==> src/rtl/itc_pkg.sv <==
package itc_pkg;
  localparam int ENC_W   = 16;
  localparam int OUT_N   = 6;
  localparam int CLASS_W = 6;
  localparam int OFF_W   = 12;

  localparam logic [ENC_W-1:0]   ENC_MAIN  = 16'hC093;
  localparam logic [ENC_W-1:0]   ENC_ALIAS = 16'hE893;
  localparam logic [CLASS_W-1:0] EC_SYSREG = 6'h18;
  localparam logic [OFF_W-1:0]   NV_OFFSET = 12'h888;

  // outcome bit positions
  localparam int O_UND = 0;
  localparam int O_T2  = 1;
  localparam int O_T3  = 2;
  localparam int O_MEM = 3;
  localparam int O_CMP = 4;
  localparam int O_DIR = 5;

  typedef struct packed {
    logic wrEn;
    logic rdEn;
  } itcStrobe_t;
endpackage

==> src/rtl/itc_ctrl.sv <==
module itc_ctrl
  import itc_pkg::*;
(
  input  logic               clk,
  input  logic               rstN,
  input  logic               reqValid,
  input  logic [ENC_W-1:0]   reqEnc,
  input  logic               reqWrite,
  input  logic [1:0]         reqLevel,
  input  logic               cfgEl2En,
  input  logic               cfgEl3Present,
  input  logic               cfgHalted,
  input  logic               cfgSecDbgDis,
  input  logic               cfgPrioPick,
  input  logic               cfgEl3Enable,
  input  logic               cfgFgtSup,
  input  logic               cfgEl3FgtEn,
  input  logic               cfgFgtRd,
  input  logic               cfgFgtWr,
  input  logic [2:0]         cfgNv,
  input  logic               cfgHost,
  input  logic               cfgEl2A64,
  output itcStrobe_t         stb,
  output logic               rspValid,
  output logic [OUT_N-1:0]   rspOutcome,
  output logic [CLASS_W-1:0] rspClass,
  output logic [OFF_W-1:0]   rspMemOffset
);
  logic isMain, isAlias, claimed;
  logic haltPrioUnd, el3Block, el3Und, fgtBit;
  logic [OUT_N-1:0] nextOut;

  assign isMain  = (reqEnc == ENC_MAIN);
  assign isAlias = (reqEnc == ENC_ALIAS);
  assign claimed = reqValid && (isMain || isAlias);

  assign haltPrioUnd = cfgHalted && cfgEl3Present && cfgSecDbgDis && cfgPrioPick && !cfgEl3Enable;
  assign el3Block    = cfgEl3Present && !cfgEl3Enable;
  assign el3Und      = cfgHalted && cfgSecDbgDis;
  assign fgtBit      = reqWrite ? cfgFgtWr : cfgFgtRd;

  always_comb begin
    nextOut = '0;
    if (isMain) begin
      unique case (reqLevel)
        2'd0: nextOut[O_UND] = 1'b1;
        2'd1: begin
          if (haltPrioUnd)                                     nextOut[O_UND] = 1'b1;
          else if (cfgEl2En && cfgFgtSup && cfgEl3Present && !cfgEl3FgtEn) nextOut[O_T2] = 1'b1;
          else if (cfgEl2En && cfgFgtSup && !fgtBit)           nextOut[O_T2] = 1'b1;
          else if (el3Block)                                   nextOut[el3Und ? O_UND : O_T3] = 1'b1;
          else if (cfgEl2En && cfgNv == 3'b111)                nextOut[O_MEM] = 1'b1;
          else                                                 nextOut[O_DIR] = 1'b1;
        end
        2'd2: begin
          if (haltPrioUnd)   nextOut[O_UND] = 1'b1;
          else if (el3Block) nextOut[el3Und ? O_UND : O_T3] = 1'b1;
          else if (cfgHost)  nextOut[O_CMP] = 1'b1;
          else               nextOut[O_DIR] = 1'b1;
        end
        default: nextOut[O_DIR] = 1'b1;
      endcase
    end else begin
      unique case (reqLevel)
        2'd0: nextOut[O_UND] = 1'b1;
        2'd1: begin
          if (cfgEl2En && cfgNv == 3'b101)  nextOut[O_MEM] = 1'b1;
          else if (cfgEl2En && cfgNv[0])    nextOut[O_T2] = 1'b1;
          else                              nextOut[O_UND] = 1'b1;
        end
        2'd2: begin
          if (!cfgHost || haltPrioUnd) nextOut[O_UND] = 1'b1;
          else if (el3Block)           nextOut[el3Und ? O_UND : O_T3] = 1'b1;
          else                         nextOut[O_DIR] = 1'b1;
        end
        default: begin
          if (cfgEl2En && cfgEl2A64 && cfgHost) nextOut[O_DIR] = 1'b1;
          else                                  nextOut[O_UND] = 1'b1;
        end
      endcase
    end
  end

  always_comb begin
    stb.wrEn = claimed && nextOut[O_DIR] && reqWrite;
    stb.rdEn = claimed && nextOut[O_DIR] && !reqWrite;
  end

  always_ff @(posedge clk) begin
    if (!rstN) begin
      rspValid     <= 1'b0;
      rspOutcome   <= '0;
      rspClass     <= '0;
      rspMemOffset <= '0;
    end else begin
      rspValid     <= claimed;
      rspOutcome   <= claimed ? nextOut : '0;
      rspClass     <= (claimed && (nextOut[O_T2] || nextOut[O_T3])) ? EC_SYSREG : '0;
      rspMemOffset <= (claimed && nextOut[O_MEM]) ? NV_OFFSET : '0;
    end
  end
endmodule

==> src/rtl/itc_dpath.sv <==
module itc_dpath
  import itc_pkg::*;
#(
  parameter int DATA_W = 64,
  parameter int REG_W  = 2
) (
  input  logic              clk,
  input  logic              rstN,
  input  itcStrobe_t        stb,
  input  logic [REG_W-1:0]  wrBits,
  output logic [DATA_W-1:0] rspRdata,
  output logic [REG_W-1:0]  regBits
);
  localparam int PAD_W = DATA_W - REG_W;

  always_ff @(posedge clk) begin
    if (!rstN) begin
      regBits  <= '0;
      rspRdata <= '0;
    end else begin
      if (stb.wrEn) regBits <= wrBits;
      rspRdata <= stb.rdEn ? {{PAD_W{1'b0}}, regBits} : '0;
    end
  end
endmodule

==> src/rtl/trc_ite_ctl.sv <==
module trc_ite_ctl
  import itc_pkg::*;
#(
  parameter int DATA_W = 64,
  parameter int REG_W  = 2
) (
  input  logic               clk,
  input  logic               rstN,
  input  logic               reqValid,
  input  logic [ENC_W-1:0]   reqEnc,
  input  logic               reqWrite,
  input  logic [1:0]         reqLevel,
  input  logic [DATA_W-1:0]  reqWdata,
  input  logic               cfgEl2En,
  input  logic               cfgEl3Present,
  input  logic               cfgHalted,
  input  logic               cfgSecDbgDis,
  input  logic               cfgPrioPick,
  input  logic               cfgEl3Enable,
  input  logic               cfgFgtSup,
  input  logic               cfgEl3FgtEn,
  input  logic               cfgFgtRd,
  input  logic               cfgFgtWr,
  input  logic [2:0]         cfgNv,
  input  logic               cfgHost,
  input  logic               cfgEl2A64,
  output logic               rspValid,
  output logic [OUT_N-1:0]   rspOutcome,
  output logic [CLASS_W-1:0] rspClass,
  output logic [OFF_W-1:0]   rspMemOffset,
  output logic [DATA_W-1:0]  rspRdata,
  output logic               traceEnEl1,
  output logic               traceEnEl0
);
  itcStrobe_t       stb;
  logic [REG_W-1:0] regBits;

  itc_ctrl u_ctrl (
    .clk, .rstN, .reqValid, .reqEnc, .reqWrite, .reqLevel,
    .cfgEl2En, .cfgEl3Present, .cfgHalted, .cfgSecDbgDis, .cfgPrioPick,
    .cfgEl3Enable, .cfgFgtSup, .cfgEl3FgtEn, .cfgFgtRd, .cfgFgtWr,
    .cfgNv, .cfgHost, .cfgEl2A64,
    .stb, .rspValid, .rspOutcome, .rspClass, .rspMemOffset
  );

  itc_dpath #(.DATA_W(DATA_W), .REG_W(REG_W)) u_dpath (
    .clk, .rstN, .stb,
    .wrBits   (reqWdata[REG_W-1:0]),
    .rspRdata (rspRdata),
    .regBits  (regBits)
  );

  assign traceEnEl1 = regBits[1];
  assign traceEnEl0 = regBits[0];
endmodule

==> config.mk <==
export PLATFORM = sky130hd
export DESIGN_NAME = trc_ite_ctl
export DESIGN_NICKNAME = d
export VERILOG_FILES = /design/src/rtl/itc_pkg.sv /design/src/rtl/itc_ctrl.sv /design/src/rtl/itc_dpath.sv /design/src/rtl/trc_ite_ctl.sv
export SDC_FILE = /design/constraint.sdc
export NUM_CORES = 1
export LEC_CHECK = 0
export ABC_AREA = 1
export CAP_MARGIN = 20
export CORE_AREA = 4 4 79 81
export DETAILED_ROUTE_END_ITERATION = 6
export DIE_AREA = 0 0 83 85
export GPL_TIMING_DRIVEN = 0
export PLACE_DENSITY = 0.91
export SETUP_SLACK_MARGIN = 0.15
export SYNTH_ARGS = -nofsm -noshare
export SYNTH_HDL_FRONTEND = slang
export SYNTH_SLANG_ARGS = --single-unit
==> constraint.sdc <==
create_clock -name clk -period 3.5 [get_ports clk]
set_input_delay 0.35 -clock clk [delete_from_list [all_inputs] [get_ports clk]]
set_output_delay 0.35 -clock clk [all_outputs]
set_load 0.1 [all_outputs]
==> run metrics, run 1 <==
Skew-Pair Late Insertion Delay 0.23 ns; RD Place Congestion 1.04; share of the synthesized area in the top cell type 0.404; Synth Register Bits 13; total negative setup slack 0 ns; R2R Setup Slk 2.88 ns; cell row count 27; gr usage total 0.0919; Fillers 561; root buffer cell clkbuf_8; post-place setup slack 1.39 ns; Ys Warns 0; nets@finish 450; number of port buffers 54; Critical Path Fanout Max 3; synth top area cells buf_4, dfxtp_1, nand2_1, inv_1, nor2_1; Slew headroom 0.345; Primary FF master, synth dfxtp_1; TritonCTS Buffers 3; Die Ht 85 µm; Die X 83 µm; Post-Syn Instances 212; vias in the first global route 1434; Final Hold Fails 0; Worst-path clk slew 0.05 ns; initial antenna violation count 0; number of synthesized flops with an enable pin 0; most common cell in the netlist buf_4; Final period util 0.613; Slew Viols, Final 0; CP required 3.15 ns; status complete, no violations; H-tree levels 1; Final Worst Setup Slack 1.36 ns; DR vias 1460; worst hold slack 0.460 ns; number of hold buffers added after cts 0; layout cells sized above 1 0.276; global-route wire length before repair 5.60 mm; hold crit path type reg -> reg; IO Count 192; TritonCTS clock tree yes; Cell variety after synth 24; GRT overflow 0; share of the core filled with cells 0.439; ANT cells 0; die area 7060 µm²; pin count of the biggest net entering global routing 9; Inst Count DP 412; Final min period 2.14 ns; Remaining DRCs 0; CP Class reg -> out; Final ANT Viol Nets 0; WL final 3.64 mm; Initial Util 0.265; Post-Syn Area 1450 µm²; area leader, netlist buf_4; asr flop ratio synth 0; dpl hpwl 3.46 mm; CP endpoint kind output pin; CTS Sinks 13; syn avg cell area 6.83 µm²; post-CTS setup buffers 0; Worst-Margin Slew 0.979 ns; type of origin of the critical path flop; RSZ-0062 raised after global routing no; pwr/cell area 322 nW/µm²; Clock Path Buffers 2; leakage 1.34 nW; drt first pass iters 4; initial drt markers 30; P&R area growth vs syn 65.8%; max cap viols 0; worst vdd ir 0.000182 V; Fin Clk Skew 0.000118 ns; post-CTS sizing 0; vias per cell 3.51; final setup fails 0; top achievable clock speed 0.466 GHz; DR WL/cell 8.75 µm; fin cells 416; crit path DAT 1.79 ns; core area 5470 µm²; top post-synthesis cells by count buf_4, nand2_1, inv_1; sequential share of the synthesized area 0.180
-- layer usage --
| layer | vias to the layer above | global-route usage | wire length (µm) |
|---|---|---|---|
| met1 | 609 | 0.0733 | 1110 |
| met4 | 0 | 0.0223 | 10 |
| li1 | 761 | - | - |
| met2 | 88 | 0.205 | 2110 |
| met3 | 2 | 0.0311 | 414 |
| met5 | - | 0 | 0 |
-- where the power goes --
part | switching (mW) | internal [mW]
logic | 0.395 | 0.106
clock network | 0.0458 | 0.0798
registers | 0.000000138 | 0.148
-- metrics by stage --
stage | cell area (µm²) | power [mW]
6_report | 2400 | 0.775
3_5_place_dp | 2360 | 0.645
4_1_cts | 2400 | 0.770
2_1_floorplan | 1730 | 0.592
5_1_grt | 2400 | 0.799
3_3_place_gp | 2360 | 0.643
-- final timing paths --
path                           from  depth (start not counted)             endpoint
max reg2reg      u_dpath.regBits[1]                          4   u_dpath.regBits[1]
min reg2reg      u_dpath.regBits[0]                          2  u_dpath.rspRdata[0]
min              u_dpath.regBits[0]                          2  u_dpath.rspRdata[0]
max          u_ctrl.rspMemOffset[7]                          2     rspMemOffset[11]
-- layout make-up --
| cell class | instances | area, µm² | share of cell area |
|---|---|---|---|
| Buffer | 78 | 586 | 0.244 |
| Clock buffer | 4 | 45.0 | 0.0188 |
| Multi-Input combinational cell | 171 | 791 | 0.329 |
| Sequential cell | 13 | 260 | 0.108 |
| Inverter | 24 | 90.1 | 0.0375 |
| Timing Repair Buffer | 54 | 541 | 0.225 |
| Tap cell | 72 | 90.1 | 0.0375 |
-- sequential cells by signal, indices dropped and copies added (netlist names) --
register,count
u_ctrl.rspMemOffset,1
u_ctrl.rspOutcome,6
u_dpath.rspRdata,2
u_ctrl.rspClass,1
u_ctrl.rspValid,1
u_dpath.regBits,2
-- worst max-delay path, stage by stage, from the launching register on --
cell	delay (ns)
dfxtp_1	0.34
buf_4	0.11
clkdlybuf4s50_1	1.12
-- kinds of logic (layout without fill, tap and decap cells) --
logic type,Yosys count,count (layout),share of synthesized area
other,1,75,0.00259
adders and majority gates,4,4,0.0345
buffers and inverters,102,160,0.466
and+or+nand+nor,82,82,0.279
DFF,13,13,0.180
AOI/OAI and AO/OA,10,10,0.0380
-- layout by cell type, fill, tap and decap left out --
cell | netlist | layout
a21oi_1 | 4 | 4
a31oi_1 | 2 | 2
buf_4 | 78 | 78
clkbuf_1 | 0 | 1
clkbuf_8 | 0 | 3
clkdlybuf4s50_1 | 0 | 54
conb_1 | 1 | 75
dfxtp_1 | 13 | 13
ha_1 | 4 | 4
inv_1 | 23 | 23
inv_2 | 1 | 1
nand2_1 | 34 | 34
nand2_2 | 2 | 2
nand2_4 | 2 | 2
nand3_1 | 7 | 7
nand3_2 | 1 | 1
nand3_4 | 1 | 1
nand3b_1 | 1 | 1
nand4_1 | 2 | 2
nor2_1 | 21 | 21
nor2_2 | 3 | 3
nor2_4 | 3 | 3
nor3_1 | 3 | 3
nor4_1 | 1 | 1
o211ai_1 | 1 | 1
o21ai_0 | 3 | 3
or2_2 | 1 | 1
Power figures use the tool's default switching activity.
==> run 2, diff against run 1 <==
Settings changed: CORE_AREA 4 4 79 81 to 4 4 82 84, DIE_AREA 0 0 83 85 to 0 0 86 88, PLACE_DENSITY 0.91 to 0.85.
Clock period 3.5 ns to 2.24 ns, I/O delays scaled along.
==> run metrics, run 2 (synthesis results as in run 1) <==
type of origin of the critical path flop; most frequent cells in the layout buf_4, conb_1, clkdlybuf4s50_1; max cap viols 0 (unchanged); WL final 3.55 mm (-2.4%); Slew headroom 0.342 (-0.00338); leakage 1.34 nW (unchanged); Clk pwr share 0.163 (about the same); number of port buffers 54 (unchanged); IO Count 192 (unchanged); number of flip-flops in the largest register 6 (unchanged); Worst-path clk slew 0.05 ns (about the same); gr usage total 0.0878 (-0.00415); worst vdd ir 0.000260 V (+43%); initial drt markers 25 (-17%); crit path DAT 1.80 ns (about the same); status complete, no violations; Top Registers u_ctrl.rspOutcome: 6 flops, u_dpath.regBits: 2 flops, u_dpath.rspRdata: 2 flops; CP endpoint kind output pin; initial antenna violation count 0 (unchanged); root buffer cell clkbuf_8; Critical Path Fanout Max 3 (unchanged); Final min period 2.03 ns; H-tree levels 1 (unchanged); hold crit path type reg -> reg; top achievable clock speed 0.493 GHz; Slew Viols, Final 0 (unchanged); post-CTS sizing 0 (unchanged); combinational share of power 0.645 (about the same); Psw 686 µW (+56%); Buf+Inv Stages, Crit Path 2 (unchanged); Flop pwr share 0.192 (about the same); drt first pass iters 4 (unchanged); global-route wire length before repair 5.53 mm (-1.2%); CP required 2.02 ns (-1.13 ns); Final Hold Fails 0 (unchanged); vias in the first global route 1411 (-1.6%); pin count of the biggest net entering global routing 9 (unchanged); layout cells sized above 1 0.276 (unchanged); TritonCTS clock tree yes; Int Power 522 µW (+56%); Placed Area 2360 µm² (+0.16%); most common cell after layout, fill and taps aside buf_4; post-CTS setup buffers 0 (unchanged); cell row count 28 (+3.7%); Final ANT Viol Nets 0 (unchanged); Worst-Margin Slew 0.984 ns (+0.00505 ns); DR WL/cell 8.48 µm (-3.1%); dpl hpwl 3.42 mm (-1.1%); vias per cell 3.39 (-3.4%); ANT cells 0 (unchanged); core area 5920 µm² (+8.2%); Critical Path Slowest Stage Cell clkdlybuf4s50_1; Clock Path Buffers 2 (unchanged); nets@finish 450 (unchanged); cells along the critical path buf_4 > clkdlybuf4s50_1; die area 7570 µm² (+7.3%); Fin Clk Skew 0.000130 ns (+0.0000128 ns); GRT overflow 0 (unchanged); TritonCTS Buffers 3 (unchanged); final setup fails 0 (unchanged); Fillers 605 (+7.8%); Initial Util 0.245 (-0.0200); RSZ-0062 raised after global routing no; DR vias 1421 (-2.7%); Design Area, Final 2410 µm² (+0.16%); kind of cell adding the most delay to the critical path buffers and inverters; P&R area growth vs syn 66.1%; pwr/cell area 502 nW/µm² (+56%); CP Class reg -> out; number of hold buffers added after cts 0 (unchanged); Remaining DRCs 0 (unchanged); Die Ht 88 µm (+3.5%); Die X 86 µm (+3.6%); Skew-Pair Late Insertion Delay 0.23 ns (about the same); RD Place Congestion 0.962 (-7.4%); CTS Sinks 13 (unchanged); worst stage delay on the critical path 1.12 ns (about the same); Sw Ratio 0.568 (-0.00111); Reg with most FFs u_ctrl.rspOutcome; total negative setup slack 0 ns (unchanged); Final period util 0.905
## run 2: cell counts in the layout (fill, tap and decap cells not counted)
Identical to the previous run, type by type.
## run 2: worst paths after layout
check	end	start	depth (start not counted)	slack, ns
min	u_dpath.rspRdata[0]	u_dpath.regBits[0]	2	0.46
max reg2reg	u_dpath.regBits[1]	u_dpath.regBits[1]	4	1.59
min reg2reg	u_dpath.rspRdata[0]	u_dpath.regBits[0]	2	0.46
max	rspMemOffset[7]	u_ctrl.rspMemOffset[7]	2	0.21
## run 2: stage by stage
stage | setup slack, ns | hold slack, ns | utilization | total power [mW] | std cells
4_1_cts | 0.194 | 0.464 | 0.406 | 1.20 | 419
2_1_floorplan | 0.642 | 0.344 | - | 0.925 | 286
6_report | 0.213 | 0.462 | 0.406 | 1.21 | 419
3_5_place_dp | 0.225 | 0.455 | 0.399 | 1.01 | 415
5_1_grt | 0.165 | 0.486 | 0.406 | 1.25 | 419
3_3_place_gp | 0.342 | 0.455 | 0.399 | 1.00 | 415
## run 2: metal layers
metal / vias up / share of wire / routed length (µm) / GRT usage
met5: - / 0 / 0 / 0
met2: 83 / 0.54 / 1940 / 0.174
met3: 6 / 0.14 / 484 / 0.0339
li1: 757 / - / - / -
met1: 575 / 0.31 / 1110 / 0.0827
met4: 0 / 0.0065 / 23 / 0.0259
## run 2: tightest hold or removal path, stage by stage (launching register included)
cell and delay, ns:
dfxtp_1 0.31, inv_1 0.07, nor2_1 0.05
## run 2: final cells by class
class,count,area (µm²),share of cell area
plain buffers,78,586,0.243
clock buffers,4,45.0,0.0187
inverters,24,90.1,0.0374
multi-input cells,171,791,0.329
flip-flops and latches,13,260,0.108
well taps,75,93.8,0.0390
repair buffers,54,541,0.225
## run 2: power groups by stage
stage	registers (mW)	logic, mW	clock network (mW)
after floorplan	0.236	0.688	0
after global placement	0.236	0.767	0
after detailed placement	0.236	0.770	0
after CTS	0.232	0.771	0.201
after global routing	0.231	0.808	0.211
final	0.232	0.779	0.197
==> run 3, diff against run 2 <==
Settings changed: HOLD_SLACK_MARGIN from default to 0.12.
Clock period 2.24 ns to 1.9 ns, I/O delays scaled along.
==> run metrics, run 3 (synthesis results as in run 1) <==
kind of cell adding the most delay to the critical path buffers and inverters; initial antenna violation count 2 (+2); core area 5920 µm² (unchanged); CP endpoint kind output pin; number of port buffers 54 (unchanged); status complete, no violations; vias per cell 3.42 (+0.81%); Remaining DRCs 0 (unchanged); Critical Path Fanout Max 2 (-1); DR WL/cell 8.50 µm (+0.30%); TritonCTS Buffers 3 (unchanged); Flop pwr share 0.192 (about the same); leakage 1.43 nW (+6.5%); Final min period 1.69 ns; global-route wire length before repair 5.54 mm (+0.25%); Skew-Pair Late Insertion Delay 0.23 ns (about the same); vias in the first global route 1414 (+0.21%); top achievable clock speed 0.591 GHz; number of hold buffers added after cts 0 (unchanged); die area 7570 µm² (unchanged); Reg with most FFs u_ctrl.rspOutcome; H-tree levels 1 (unchanged); final setup fails 0 (unchanged); IO Count 192 (unchanged); Fin Clk Skew 0.000130 ns (-0.000000832 ns); Int Power 615 µW (+18%); Initial Util 0.245 (unchanged); cell row count 28 (unchanged); Worst-path clk slew 0.05 ns (about the same); Final period util 0.890; Final Hold Fails 0 (unchanged); cells along the critical path buf_4 > dlygate4sd2_1; Worst Hold End u_dpath.rspRdata[0]; WL final 3.57 mm (+0.53%); Critical Path Slowest Stage Cell dlygate4sd2_1; post-CTS setup buffers 0 (unchanged); crit path launch u_ctrl.rspClass[3]; hold crit path type reg -> reg; TritonCTS clock tree yes; Top Registers u_ctrl.rspOutcome: 6 flops, u_dpath.regBits: 2 flops, u_dpath.rspRdata: 2 flops; CP required 1.71 ns (-0.31 ns); worst stage delay on the critical path 0.85 ns (-0.27 ns); DR vias 1436 (+1.1%); pin count of the biggest net entering global routing 9 (unchanged); Worst-Margin Slew 0.968 ns (-0.0163 ns); type of origin of the critical path flop; Slew Viols, Final 0 (unchanged); Final Power 1.42 mW (+18%); worst hold slack 0.459 ns (-0.00267 ns); layout cells sized above 1 0.282 (+0.00581); nets@finish 450 (unchanged); pwr/cell area 593 nW/µm² (+18%); fin cells 420 (+0.24%); dpl hpwl 3.42 mm (unchanged); initial drt markers 39 (+56%); RSZ-0062 raised after global routing no; most frequent cells in the layout buf_4, conb_1, clkdlybuf4s50_1; Inst Count DP 415 (unchanged); hold path cells 2 (unchanged); Final ANT Viol Nets 0 (unchanged); Sw Ratio 0.568 (about the same); worst r2r dst u_dpath.regBits[1]; combinational share of power 0.645 (about the same); drt first pass iters 4 (unchanged); most common cell after layout, fill and taps aside buf_4; crit path DAT 1.50 ns (-0.30 ns); Clk pwr share 0.163 (about the same); RD Place Congestion 0.962 (unchanged); Buf+Inv Stages, Crit Path 2 (unchanged); Psw 809 µW (+18%); GRT overflow 0 (unchanged); Slew headroom 0.357 (+0.0155); R2R Setup Slk 1.25 ns (-0.34 ns); CTS Sinks 13 (unchanged); P&R area growth vs syn 65.7%; max cap viols 0 (unchanged); gr usage total 0.0879 (+0.000195); Clock Path Buffers 2 (unchanged); FF-to-FF path depth 4 (unchanged); hold_sp u_dpath.regBits[0]; worst r2r src u_dpath.regBits[1]; total negative setup slack 0 ns (unchanged); Die Ht 88 µm (unchanged); CP Class reg -> out; root buffer cell clkbuf_8; number of flip-flops in the largest register 6 (unchanged); Die X 86 µm (unchanged); worst vdd ir 0.000306 V (+18%)
## run 3: changes by cell type in the layout (fill, tap and decap cells not counted)
cell / before / now
clkdlybuf4s15_1: 0 / 2
clkdlybuf4s50_1: 54 / 36
diode_2: 0 / 1
dlygate4sd2_1: 0 / 14
dlymetal6s2s_1: 0 / 2
ha_1: 4 / 3
ha_2: 0 / 1
nor2_1: 21 / 20
nor2_2: 3 / 4
## run 3: tightest hold or removal path: cells and delay by family, from the launching register on
| family | cells | cell delay (ns) |
|---|---|---|
| DFF | 1 | 0.30 |
| and+or+nand+nor | 1 | 0.05 |
| buffers and inverters | 1 | 0.07 |
## run 3: worst max-delay path by stage
stage,endpoint,slack [ns],cells after the start
after CTS,u_dpath.regBits[1],0.16,11
after global routing,rspClass[4],0.16,2
after global placement,u_dpath.rspRdata[0],0.04,12
after floorplan,rspMemOffset[11],0.34,1
after detailed placement,u_dpath.regBits[1],-0.08,11
final,rspClass[4],0.21,2
## run 3: routing by layer
layer	wire length (µm)	vias up	global-route usage
li1	-	760	-
met1	1120	577	0.0827
met2	1930	89	0.174
met3	485	8	0.0348
met4	23	2	0.0259
met5	13	-	0
## run 3: stage by stage
step                       util  cell area, µm²  setup slack (ns)
after CTS                 0.403            2390             0.158
final                     0.406            2400             0.208
after floorplan               -            1730             0.336
after global routing      0.405            2400             0.156
after global placement    0.399            2360            0.0361
after detailed placement  0.399            2360           -0.0815
## run 3: what timing repair did
action | CTS | global route
resized for setup | 16 | 6
pin swaps | 0 | 2
hold endpoints to repair | 0 | 0
setup endpoints to repair | 16 | 7
## run 3: area by class of cell
class	instances	area, µm²
inverter	24	90.1
tap	75	93.8
timing repair buffer	54	528
buffer	78	586
antenna	1	2.50
clock buffer	4	45.0
fill	620	3520
sequential	13	260
multi-input combinational	171	796
## run 3: power by group through the flow
stage	logic, mW	registers, mW	clock network (mW)
6_report	0.919	0.273	0.232
2_1_floorplan	0.812	0.279	0
4_1_cts	0.909	0.273	0.237
3_5_place_dp	0.908	0.279	0
5_1_grt	0.953	0.273	0.248
3_3_place_gp	0.905	0.279	0
